**src/rtl/kp_pkg.sv**
```systemverilog
package kp_pkg;
  localparam int ROW_COLS = 3;
  localparam int KEY_W    = 2 * ROW_COLS;
  localparam int DLY_W    = 2;
  localparam logic [DLY_W-1:0] DLY_NONE = 2'd0;
  localparam logic [DLY_W-1:0] DLY_HOLD = 2'd2;

  typedef enum logic [1:0] {
    ST_IDLE  = 2'd0,
    ST_UPPER = 2'd1,
    ST_LOWER = 2'd2
  } scan_st_e;
endpackage

```
**src/rtl/kp_sync.sv**
```systemverilog
module kp_sync #(
  parameter int WIDTH   = 3,
  parameter int STAGES  = 2,
  parameter logic RST_VAL = 1'b1
) (
  input  logic             clk,
  input  logic             rst_n,
  input  logic [WIDTH-1:0] d_i,
  output logic [WIDTH-1:0] q_o
);
  logic [WIDTH-1:0] chain_q [STAGES];

  generate
    for (genvar s = 0; s < STAGES; s++) begin : g_stage
      always_ff @(posedge clk or negedge rst_n) begin
        if (!rst_n) chain_q[s] <= {WIDTH{RST_VAL}};
        else if (s == 0) chain_q[s] <= d_i;
        else chain_q[s] <= chain_q[(s == 0) ? 0 : s-1];
      end
    end
  endgenerate

  assign q_o = chain_q[STAGES-1];
endmodule

```
**src/rtl/kp_seq.sv**
```systemverilog
module kp_seq
  import kp_pkg::*;
#(
  parameter int WAIT_CYC = 6
) (
  input  logic clk,
  input  logic rst_n,
  input  logic start_i,
  output logic row_sel_o,
  output logic accept_o,
  output logic cap_upper_o,
  output logic cap_lower_o
);
  localparam int CW = $clog2(WAIT_CYC + 1);
  localparam logic [CW-1:0] RELOAD = CW'(WAIT_CYC - 1);

  scan_st_e        state_q, state_d;
  logic [CW-1:0]   cnt_q, cnt_d;
  logic            row_sel_q, row_sel_d;

  always_comb begin
    state_d     = state_q;
    cnt_d       = cnt_q;
    row_sel_d   = row_sel_q;
    accept_o    = 1'b0;
    cap_upper_o = 1'b0;
    cap_lower_o = 1'b0;
    unique case (state_q)
      ST_IDLE: begin
        if (start_i) begin
          accept_o  = 1'b1;
          state_d   = ST_UPPER;
          cnt_d     = RELOAD;
          row_sel_d = 1'b0;
        end
      end
      ST_UPPER: begin
        if (cnt_q == '0) begin
          cap_upper_o = 1'b1;
          state_d     = ST_LOWER;
          cnt_d       = RELOAD;
          row_sel_d   = 1'b1;
        end else begin
          cnt_d = cnt_q - 1'b1;
        end
      end
      ST_LOWER: begin
        if (cnt_q == '0) begin
          cap_lower_o = 1'b1;
          state_d     = ST_IDLE;
          row_sel_d   = 1'b0;
        end else begin
          cnt_d = cnt_q - 1'b1;
        end
      end
      default: begin
        state_d   = ST_IDLE;
        row_sel_d = 1'b0;
      end
    endcase
  end

  always_ff @(posedge clk or negedge rst_n) begin
    if (!rst_n) begin
      state_q   <= ST_IDLE;
      cnt_q     <= '0;
      row_sel_q <= 1'b0;
    end else begin
      state_q   <= state_d;
      cnt_q     <= cnt_d;
      row_sel_q <= row_sel_d;
    end
  end

  assign row_sel_o = row_sel_q;


  upper_first_chk: assert property (@(posedge clk) disable iff (!rst_n)
    (state_q == ST_IDLE && start_i) |=> (!row_sel_q && state_q == ST_UPPER));


  idle_row_low_chk: assert property (@(posedge clk) disable iff (!rst_n)
    (state_q == ST_IDLE) |-> !row_sel_q);


  settle_hold_chk: assert property (@(posedge clk) disable iff (!rst_n)
    (state_q != ST_IDLE && cnt_q != '0) |=> ($stable(row_sel_q) && state_q == $past(state_q)));


  busy_start_ignored_chk: assert property (@(posedge clk) disable iff (!rst_n)
    (state_q != ST_IDLE && start_i && cnt_q != '0) |=> (cnt_q == CW'($past(cnt_q) - 1'b1)));
endmodule

```
**src/rtl/kp_decode.sv**
```systemverilog
module kp_decode
  import kp_pkg::*;
(
  input  logic [ROW_COLS-1:0] upper_i,
  input  logic [ROW_COLS-1:0] lower_i,
  output logic [KEY_W-1:0]    keys_o,
  output logic                recovery_o,
  output logic [DLY_W-1:0]    delay_o
);
  always_comb begin
    keys_o    = '0;
    keys_o[5] = upper_i[0];
    keys_o[3] = upper_i[1];
    keys_o[4] = upper_i[2];
    keys_o[2] = lower_i[0];
    keys_o[1] = lower_i[1];
    keys_o[0] = lower_i[2];
    recovery_o = keys_o[5] & keys_o[3] & keys_o[0];
    if (recovery_o || keys_o == '0) delay_o = DLY_NONE;
    else                            delay_o = DLY_HOLD;
  end
endmodule

```
**src/rtl/kp2x3_scanner.sv**
```systemverilog
module kp2x3_scanner
  import kp_pkg::*;
#(
  parameter int SETTLE_CYCLES = 2000,
  parameter int SYNC_STAGES   = 2
) (
  input  logic                clk,
  input  logic                rst_n,
  input  logic                start_i,
  input  logic [2:0]          cols_n_i,
  output logic                row_sel_o,
  output logic [5:0]          keys_o,
  output logic                recovery_o,
  output logic [1:0]          boot_dly_o,
  output logic                done_o
);
  localparam int WAIT_CYC = SETTLE_CYCLES + SYNC_STAGES;

  logic [ROW_COLS-1:0] cols_n_sync;
  logic [ROW_COLS-1:0] pressed;
  logic [ROW_COLS-1:0] upper_q;
  logic                accept, cap_upper, cap_lower;
  logic [KEY_W-1:0]    keys_d, keys_q;
  logic                rec_d, rec_q;
  logic [DLY_W-1:0]    dly_d, dly_q;
  logic                done_q;

  kp_sync #(.WIDTH(ROW_COLS), .STAGES(SYNC_STAGES), .RST_VAL(1'b1)) u_sync (
    .clk   (clk),
    .rst_n (rst_n),
    .d_i   (cols_n_i),
    .q_o   (cols_n_sync)
  );

  assign pressed = ~cols_n_sync;

  kp_seq #(.WAIT_CYC(WAIT_CYC)) u_seq (
    .clk         (clk),
    .rst_n       (rst_n),
    .start_i     (start_i),
    .row_sel_o   (row_sel_o),
    .accept_o    (accept),
    .cap_upper_o (cap_upper),
    .cap_lower_o (cap_lower)
  );

  kp_decode u_dec (
    .upper_i    (upper_q),
    .lower_i    (pressed),
    .keys_o     (keys_d),
    .recovery_o (rec_d),
    .delay_o    (dly_d)
  );

  always_ff @(posedge clk or negedge rst_n) begin
    if (!rst_n) begin
      upper_q <= '0;
    end else if (accept) begin
      upper_q <= '0;
    end else if (cap_upper) begin
      upper_q <= pressed;
    end
  end

  always_ff @(posedge clk or negedge rst_n) begin
    if (!rst_n) begin
      keys_q <= '0;
      rec_q  <= 1'b0;
      dly_q  <= DLY_NONE;
    end else if (cap_lower) begin
      keys_q <= keys_d;
      rec_q  <= rec_d;
      dly_q  <= dly_d;
    end
  end

  always_ff @(posedge clk or negedge rst_n) begin
    if (!rst_n) done_q <= 1'b0;
    else        done_q <= cap_lower;
  end

  assign keys_o     = keys_q;
  assign recovery_o = rec_q;
  assign boot_dly_o = dly_q;
  assign done_o     = done_q;


  keys_only_at_done_chk: assert property (@(posedge clk) disable iff (!rst_n)
    !$stable(keys_o) |-> done_o);


  done_single_chk: assert property (@(posedge clk) disable iff (!rst_n)
    done_o |=> !done_o);


  recovery_no_delay_chk: assert property (@(posedge clk) disable iff (!rst_n)
    recovery_o |-> (boot_dly_o == 2'd0));


  recovery_keys_chk: assert property (@(posedge clk) disable iff (!rst_n)
    recovery_o |-> (keys_o[5] && keys_o[3] && keys_o[0]));
endmodule

```
**config.mk**
```make
export PLATFORM = sky130hd
export DESIGN_NAME = kp2x3_scanner
export DESIGN_NICKNAME = d
export VERILOG_FILES = /design/src/rtl/kp_pkg.sv /design/src/rtl/kp_sync.sv /design/src/rtl/kp_seq.sv /design/src/rtl/kp_decode.sv /design/src/rtl/kp2x3_scanner.sv
export SDC_FILE = /design/constraint.sdc
export NUM_CORES = 1
export LEC_CHECK = 0
export BUFFER_PORTS_ARGS = -buffer_cell sky130_fd_sc_hd__buf_4
export CAP_MARGIN = 20
export CORE_MARGIN = 8
export CORE_UTILIZATION = 40
export CTS_CLUSTER_SIZE = 16
export DETAILED_ROUTE_END_ITERATION = 10
export GPL_ROUTABILITY_DRIVEN = 0
export PLACE_DENSITY = 0.55
export SLEW_MARGIN = 20
export SYNTH_ARGS = -nofsm -noshare
export SYNTH_HDL_FRONTEND = slang
export SYNTH_SLANG_ARGS = --single-unit
```
**constraint.sdc**
```tcl
create_clock -name clk -period 3 [get_ports clk]
set_input_delay 0.15 -clock clk [delete_from_list [all_inputs] [get_ports clk]]
set_output_delay 0.15 -clock clk [all_outputs]
set_load 0.1 [all_outputs]
```
==> results.sh <==
export IMPL_drc=0
export IMPL_firstDrtPassIters=4
export IMPL_cts_resized=0
export IMPL_clock_latency_ns=0.29
export IMPL_pwr_share_seq_pct=35.6
export IMPL_leakagePower_nw=0.786
export IMPL_holdBufCountCts=4
export IMPL_cp_max_fo=15
export IMPL_grt_ovfl_total=0
export IMPL_outcome="complete, no violations"
export IMPL_ys_warn_count=0
export IMPL_fin_cells=215
export IMPL_dp_slack_ns=0.641
export IMPL_initialDrtViolationCount=97
export IMPL_async_flop_share_pct=100
export IMPL_synth_ff_type="dfrtp_1"
export IMPL_final_setup_skew_ns=0.00796
export IMPL_p_per_area_nw_per_um2=916
export IMPL_dpl_instance_area_sq_um=1680
export IMPL_start_util_pct=41.5
export IMPL_hold_violations=0
export IMPL_grt_max_degree=32
export IMPL_synth_seq_cells=31
export IMPL_worstPathRequired_ns=3.23
export IMPL_syn_inst=141
export IMPL_wl_met3_microns=155
export IMPL_antenna_found_initial=0
export IMPL_clock_fmax_ghz=0.423
export IMPL_setup_ws_ns=0.639
export IMPL_max_vdd_ir_drop_mv=0.468
export IMPL_critical_path_class="reg -> reg"
export IMPL_die_x_microns=77.4
export IMPL_antenna_left=0
export IMPL_num_nets_final=177
export IMPL_setup_violations=0
export IMPL_num_vias=1148
export IMPL_synth_edf_count=0
export IMPL_ys_types=36
export IMPL_multi_input_area_sq_um=689
export IMPL_power_frac_clock_pct=29.1
export IMPL_rsz0062_at_grt="false"
export IMPL_whs_ns=0.0732
export IMPL_worstPathArrival_ns=2.59
export IMPL_synth_top_area_share_pct=41.5
export IMPL_nFillCells=347
export IMPL_min_path_type="in -> reg"
export IMPL_core_area_sq_um=3630
export IMPL_cts_buffer_depth=2
export IMPL_die_h_microns=77.4
export IMPL_start_kind="flop"
export IMPL_wl_met2_microns=1370
export IMPL_rows=22
export IMPL_cts_tree="yes"
export IMPL_routed_wl_microns=3110
export IMPL_maxSlewViolCount=0
export IMPL_dr_max_layer_used="met4"
export IMPL_tightest_slew_ns=0.572
export IMPL_drv_cap=0
export IMPL_ctsHtreeMaxLevel=2
export IMPL_slew_limit_headroom_pct=61.8
export IMPL_seq_area_sq_um=783
export IMPL_diodes=0
export IMPL_io_buffer_count=15
export IMPL_ios=17
export IMPL_post_cts_buffers=0
export IMPL_dp_hpwl_microns=2190
export IMPL_grtUsageTotal_pct=11.1
export IMPL_grt_pass1_wl_microns=5360
export IMPL_tns_ns=0
export IMPL_cts_sinks=31
export IMPL_final_area_sq_um=1850
export IMPL_routedLengthMet1_microns=1550
export IMPL_dp_cells=203
export IMPL_numCtsBuffers=5
export IMPL_synth_top_area_cell="dfrtp_1"
export IMPL_wl_per_cell_microns=14.5
export IMPL_p_comb_share_pct=35.3
export IMPL_area_delta_synth_final_pct=22.7
export IMPL_endpoint_kind="flop"
export IMPL_switching_share_pct=36.8
export IMPL_seq_area_frac_synth_pct=52.0
export IMPL_fin_crit_ns=2.36
export IMPL_post_route_period_util_pct=78.7
export IMPL_drive_gt1_share_pct=24.6
export IMPL_syn_avg_cell_area_sq_um=10.7
export IMPL_p_int_mw=1.07
export IMPL_syn_nets=152
export IMPL_ys_top_cells_by_area="dfrtp_1 42%, dfstp_2 10%, a21oi_1 4.7%, ha_1 4.2%, o21ai_0 4.0%"
export IMPL_netSwitchingPower_mw=0.623
export IMPL_ctsRootBufferMaster="clkbuf_8"
export IMPL_viasPerCell=5.34
export IMPL_grt_pass1_vias=1130
export IMPL_syn_area_sq_um=1510
export IMPL_clk_pin_slew_worst_paths_ns=0.07
export IMPL_die_area_sq_um=5990
## cells in the final DEF (no fill, tap or decap), types with 3 or more instances in the layout
cell           instances
a21oi_1               14
buf_4                 16
clkbuf_8               5
dfrtp_1               25
dfstp_2                6
dlygate4sd3_1          4
ha_1                   5
inv_1                  6
mux2_2                 3
nand2_1               13
nand4_1                3
nor2_1                12
nor3b_1                3
o21a_1                 3
o21ai_0               12
o22a_1                 5
## layer usage
layer / track usage, % / up-vias
met5: 0 / -
met3: 4.61 / 2
li1: - / 566
met1: 14.4 / 553
met2: 16.3 / 27
met4: 3.40 / 0
## power by group through the flow
stage / Clock [mW] / Combinational [mW] / Sequential [mW]
2_1_floorplan: 0 / 0.431 / 0.612
3_3_place_gp: 0 / 0.587 / 0.603
3_5_place_dp: 0 / 0.590 / 0.608
4_1_cts: 0.505 / 0.600 / 0.600
5_1_grt: 0.518 / 0.672 / 0.615
6_report: 0.493 / 0.598 / 0.602
## metrics by stage
stage | power, mW | util, %
2_1_floorplan | 1.04 | -
6_report | 1.69 | 50.9
4_1_cts | 1.71 | 50.9
3_5_place_dp | 1.20 | 46.1
3_3_place_gp | 1.19 | 46.1
5_1_grt | 1.81 | 50.9
## cell type report
type                       count  share of cell area [%]
inverter                       6                    1.22
multi-input combinational    102                    37.3
sequential                    31                    42.4
tap                           48                    3.25
timing repair buffer          20                    8.67
clock inverter                 2                    3.25
clock buffer                   6                    3.93
## path summary, 6_finish.rpt
check	start	end	slack [ns]	cells after the start
setup / recovery	u_seq.cnt_q[0]	u_seq.cnt_q[7]	0.64	7
min in group asynchronous	rst_n	keys_o[4]	0.32	2
max in group asynchronous	rst_n	u_sync.q_o[1]	2.35	2
hold / removal	start_i	upper_q[2]	0.07	2
setup reg to reg	u_seq.cnt_q[0]	u_seq.cnt_q[7]	0.64	7
hold reg to reg	u_sync.chain_q[3]	u_sync.q_o[0]	0.36	0
## sequential cells by signal (all words and copies together) (netlist names)
| register | count |
|---|---|
| upper_q | 3 |
| u_seq.state_q | 2 |
| u_seq.cnt_q | 11 |
| u_sync.q_o | 3 |
| keys_o | 6 |
| done_o | 1 |
| u_sync.chain_q | 3 |
| boot_dly_o | 1 |
| recovery_o | 1 |
## worst max-delay path: stages, from the launching register on
cell and delay (ns):
dfrtp_1 0.41, inv_1 0.11, ha_1 0.16, nor3b_1 0.49, nand4_2 0.43, o211a_2 0.35
nand2_1 0.18, o22a_1 0.17
## kinds of logic (layout without fill, tap and decap cells)
| group | count (synthesis) | after routing | synth area share [%] |
|---|---|---|---|
| DFF | 31 | 31 | 52.0 |
| buffers and inverters | 8 | 34 | 2.24 |
| adders and majority gates | 5 | 5 | 4.15 |
| and+or+nand+nor | 47 | 47 | 19.4 |
| AOI/OAI and AO/OA | 46 | 46 | 19.8 |
| other | 1 | 1 | 0.249 |
| muxes | 3 | 3 | 2.24 |
## cells in the mapped netlist, types with 2 or more instances
cell type / number
dfrtp_1: 25
nand4_1: 3
o2bb2ai_1: 2
a31oi_1: 2
o21ai_0: 12
mux2_2: 3
dfstp_2: 6
a21oi_1: 14
nor3b_1: 3
o31ai_1: 2
inv_1: 6
nand3_1: 2
nand4_2: 2
o21a_1: 3
nor2_1: 12
o22a_1: 5
nor2b_1: 2
nand2b_1: 2
nand2_1: 13
nor4_4: 2
ha_1: 5
No activity file was read; power rests on OpenSTA's default activity.
